`config.mk`:
```
export PLATFORM = sky130hd
export DESIGN_NAME = wrap_counter
export DESIGN_NICKNAME = d
export VERILOG_FILES = /design/src/rtl/wrap_counter_pkg.sv /design/src/rtl/wrap_counter_ctrl.sv /design/src/rtl/wrap_counter_dp.sv /design/src/rtl/wrap_counter.sv
export SDC_FILE = /design/constraint.sdc
export NUM_CORES = 1
export LEC_CHECK = 0
export ABC_AREA = 1
export CORE_AREA = 2 2 39 41
export DETAILED_ROUTE_END_ITERATION = 8
export DIE_AREA = 0 0 41 43
export GPL_ROUTABILITY_DRIVEN = 1
export HOLD_SLACK_MARGIN = 0.1
export PLACE_DENSITY_LB_ADDON = 0.12
export SLEW_MARGIN = 20
export SYNTH_ARGS = -nofsm -noshare
export SYNTH_HDL_FRONTEND = slang
export SYNTH_SLANG_ARGS = --single-unit
```
`constraint.sdc`:
```
create_clock -name clk -period 1.8 [get_ports clk]
set_input_delay 0.27 -clock clk [delete_from_list [all_inputs] [get_ports clk]]
set_output_delay 0.27 -clock clk [all_outputs]
set_load 0.02 [all_outputs]
```
`src/rtl/wrap_counter_pkg.sv`:
```
package wrap_counter_pkg;

  // Strobes from the control half to the datapath half.
  typedef struct packed {
    logic clear;    // synchronous reset request
    logic advance;  // step the count by one
    logic wrap;     // return the count to zero from its top value
  } ctrlStrobes_t;

endpackage

```
`src/rtl/wrap_counter_ctrl.sv`:
```
module wrap_counter_ctrl
  import wrap_counter_pkg::*;
(
  input  logic         rst,
  input  logic         incEn,
  input  logic         atTop,
  output ctrlStrobes_t strobes,
  output logic         carryOut
);

  logic stepReq;

  always_comb begin
    stepReq         = incEn && !rst;
    strobes.clear   = rst;
    strobes.advance = stepReq && !atTop;
    strobes.wrap    = stepReq && atTop;
    // Carry is combinational: it is high in the very cycle the wrap is requested.
    carryOut        = strobes.wrap;
  end

endmodule

```
`src/rtl/wrap_counter_dp.sv`:
```
module wrap_counter_dp
  import wrap_counter_pkg::*;
#(
  parameter int MOD_VAL = 10,
  parameter int CNT_W   = 4
) (
  input  logic             clk,
  input  ctrlStrobes_t     strobes,
  output logic [CNT_W-1:0] countVal,
  output logic             atTop
);

  localparam logic [CNT_W-1:0] TOP_VAL = CNT_W'(MOD_VAL - 1);

  logic [CNT_W-1:0] countQ;

  always_ff @(posedge clk) begin
    if (strobes.clear || strobes.wrap) begin
      countQ <= '0;
    end else if (strobes.advance) begin
      countQ <= countQ + CNT_W'(1);
    end
  end

  assign atTop    = (countQ == TOP_VAL);
  assign countVal = countQ;

endmodule

```
`src/rtl/wrap_counter.sv`:
```
module wrap_counter
  import wrap_counter_pkg::*;
#(
  parameter int MOD_VAL = 10,
  parameter int CNT_W   = 4
) (
  input  logic             clk,
  input  logic             rst,
  input  logic             incEn,
  output logic             carryOut,
  output logic [CNT_W-1:0] countVal
);

  ctrlStrobes_t strobes;
  logic         atTop;

  wrap_counter_ctrl ctrl_i (
    .rst      (rst),
    .incEn    (incEn),
    .atTop    (atTop),
    .strobes  (strobes),
    .carryOut (carryOut)
  );

  wrap_counter_dp #(
    .MOD_VAL (MOD_VAL),
    .CNT_W   (CNT_W)
  ) dp_i (
    .clk      (clk),
    .strobes  (strobes),
    .countVal (countVal),
    .atTop    (atTop)
  );

endmodule

```
==> impl_metrics.py, run 1 <==
metrics = {
    "synth": {
        "synth_most_common_cell": "nor2_1",
        "synth_flop_cell": "dfxtp_1",
        "synthesis.instances": 34,
        "synth_top_area_share": 0.3200,
        "synthTopCellsByCount": "7 x nor2_1, 6 x nand2_1, 4 x dfxtp_1",
        "avgSynthCellArea_um2": 7.360,
        "synth.distinct_cells": 14,
        "async_flop_share": 0,
        "seq_area_frac_synth": 0.3200,
        "ys_warn_count": 0,
        "syn_area_um2": 250.2,
        "yosysTopAreaCell": "dfxtp_1",
        "synth_edf_count": 0,
        "synth_nets": 39,
        "netlist_top_cells_area": "dfxtp_1 32%, nor2_1 11%, ha_1 10%",
        "ys_ff_latch": 4,
    },
    "flow_run": {
        "drv_cap": 0,
    },
    "routing": {
        "vias_per_cell": 3.864,
        "ant_nets": 0,
        "dr.pass1.iters": 3,
        "remaining_drc_errors": 0,
        "drt_iter0_markers": 15,
        "wire_per_inst_um": 8.303,
        "vias": 255,
        "routed_wl_um": 548,
    },
    "die": {
        "die_area_um2": 1763,
        "core_area_um2": 1384,
        "die_h_um": 43,
        "fp.dieW_um": 41,
        "initial_core_util": 0.1808,
        "fp-row-count": 14,
        "io_pins": 8,
    },
    "cts": {
        "cts_tree": "built",
        "clock-sinks": 4,
        "ctsResizeCount": 1,
        "clock_latency_ns": 0.23,
        "postCtsHoldBufs": 0,
        "numCtsBuffers": 3,
        "clockBufferDepth": 2,
        "h-tree-depth": 1,
        "path_clk_slew_ns": 0.04,
        "post_cts_buffers": 0,
        "cts_root_buf": "clkbuf_4",
    },
    "sta": {
        "finalMaxSlewViolations": 0,
        "hold_viol_final": 0,
        "setup_slack_ns": 0.1653,
        "skew_ns": 0.004142,
        "maxSlewHeadroom": 0.8585,
        "min_period_over_period": 0.9082,
        "final.min_clock_period_ns": 1.635,
        "setup_viol": 0,
        "max_clock_freq_mhz": 611.7,
        "rsz0062_at_grt": "no",
        "worst_pin_slew_ns": 0.2115,
    },
    "critical_path": {
        "reg2regPathDepth": 8,
        "crit_arrival_ns": 1.36,
        "reg2reg_to": "dp_i.countVal[0]$_SDFFE_PP0P_",
        "critical_path_class": "flop to primary output",
        "cp-start-kind": "flop",
        "crit_path_end_kind": "primary output",
        "r2r_slack_ns": 0.65,
        "crit_required_ns": 1.53,
        "rr_startpoint": "dp_i.countVal[1]$_SDFFE_PP0P_",
        "crit_fanout": 2,
    },
    "global_route": {
        "grt_first_pass_wirelength_um": 952,
        "grt_max_degree": 6,
        "overflow": 0,
        "grt_use_total": 0.08626,
        "grt_pass1_vias": 240,
        "antenna_found_initial": 0,
    },
    "cells_and_area": {
        "layout.nets": 57,
        "area_growth_pct": 62.50,
        "layout-drive-gt1-share": 0.3400,
        "largest_register_ffs": 4,
        "insertedDiodeCount": 0,
        "fin_area_um2": 406.6,
    },
    "pwr": {
        "powerDensity_nw_per_um2": 637.6,
        "finalPower_w": 0.0002593,
        "ir_worst_vdd_v": 0.0003555,
        "leakagePower_nw": 0.1843,
    },
    "hold_path": {
        "min_from": "dp_i.countVal[2]$_SDFFE_PP0P_",
        "whs_path_depth": 2,
        "worst_hold_path.endpoint": "dp_i.countVal[2]$_SDFFE_PP0P_",
        "holdCritPathClass": "flop to flop",
    },
    "placement": {
        "gp_congestion": 0.7346,
        "place_hpwl_um": 473.9,
        "place_ws_ns": -0.09115,
        "numPortBuffers": 7,
        "dpl_cell_area_um2": 385.4,
    },
    "status": {
        "status": "complete, no violations",
    },
}
==> where the power goes <==
part / internal (W) / leakage [nW] / switching, W
registers: 0.0000934 / 0.0327 / 0.00000224
clock network: 0.0000743 / 0.0138 / 0.0000337
logic: 0.0000281 / 0.138 / 0.0000276
total: 0.000196 / 0.184 / 0.0000635
==> worst max-delay path: stages (launching register included) <==
cell	delay [ns]
dfxtp_1	0.30
inv_1	0.05
ha_1	0.14
nand2_1	0.05
nor2_1	0.14
nand2_1	0.09
inv_1	0.05
dlygate4sd2_1	0.32
==> worst max-delay path by stage <==
stage                                        from       end  slack, ns  cells past startpoint
floorplan           dp_i.countVal[0]$_SDFFE_PP0P_  carryOut       0.43                      5
global route        dp_i.countVal[1]$_SDFFE_PP0P_  carryOut       0.05                      7
global placement                            incEn  carryOut      -0.08                      6
finish              dp_i.countVal[1]$_SDFFE_PP0P_  carryOut       0.17                      7
CTS                 dp_i.countVal[1]$_SDFFE_PP0P_  carryOut       0.13                      7
detailed placement                          incEn  carryOut      -0.09                      6
==> cell families after synthesis <==
| kind of cell | share of synthesized area |
|---|---|
| compound gates | 0.09998 |
| xor+xnor | 0.03501 |
| fa+ha+maj | 0.09998 |
| buf+inv | 0.07501 |
| flops | 0.3200 |
| simple gates | 0.3700 |
==> per-layer routing <==
| layer | track usage | share of wire | vias to the layer above | wire, um |
|---|---|---|---|---|
| li1 | - | - | 136 | - |
| met1 | 0.09295 | 0.40 | 110 | 218 |
| met2 | 0.1219 | 0.50 | 9 | 273 |
| met3 | 0.07853 | 0.10 | 0 | 56 |
| met4 | 0.02000 | 0 | 0 | 0 |
| met5 | 0 | 0 | - | 0 |
==> area by class of cell <==
| type | instances | area (um2) |
|---|---|---|
| fillers | 158 | 977.2 |
| clock buffers | 3 | 22.52 |
| well taps | 16 | 20.02 |
| inverters | 5 | 18.77 |
| repair buffers | 13 | 113.9 |
| multi-input cells | 25 | 151.4 |
| flip-flops and latches | 4 | 80.08 |
==> per-stage QoR <==
step | TNS [ns] | hold WS (ns) | utilization | std cells
2_1_floorplan | 0 | 0.4373 | - | 34
3_3_place_gp | -0.07914 | 0.5182 | 0.2785 | 63
3_5_place_dp | -0.09115 | 0.5279 | 0.2785 | 63
4_1_cts | 0 | 0.5321 | 0.2939 | 66
5_1_grt | 0 | 0.5562 | 0.2939 | 66
6_report | 0 | 0.5255 | 0.2939 | 66
==> cells in the final DEF, fill, tap and decap left out <==
cell type        synthesis  final
nand3_2                  1      1
nand3_1                  2      2
nor2_1                   7      7
o21ai_0                  1      1
nand2_1                  6      6
dfxtp_1                  4      4
nor2_4                   1      1
clkbuf_4                 0      3
nand2_2                  2      2
dlygate4sd2_1            0      1
inv_1                    3      3
a21oi_2                  1      1
xor2_1                   1      1
ha_1                     2      2
buf_4                    0      6
o21bai_2                 1      1
clkdlybuf4s50_1          0      6
inv_2                    2      2
(Power assumes the default switching activity.)
==> run 2, diff against run 1 <==
- ABC_CLOCK_PERIOD_IN_PS: default -> 1800
==> results of run 2 <==
No change in the layout: final DEF, timing and power equal those of run 1.
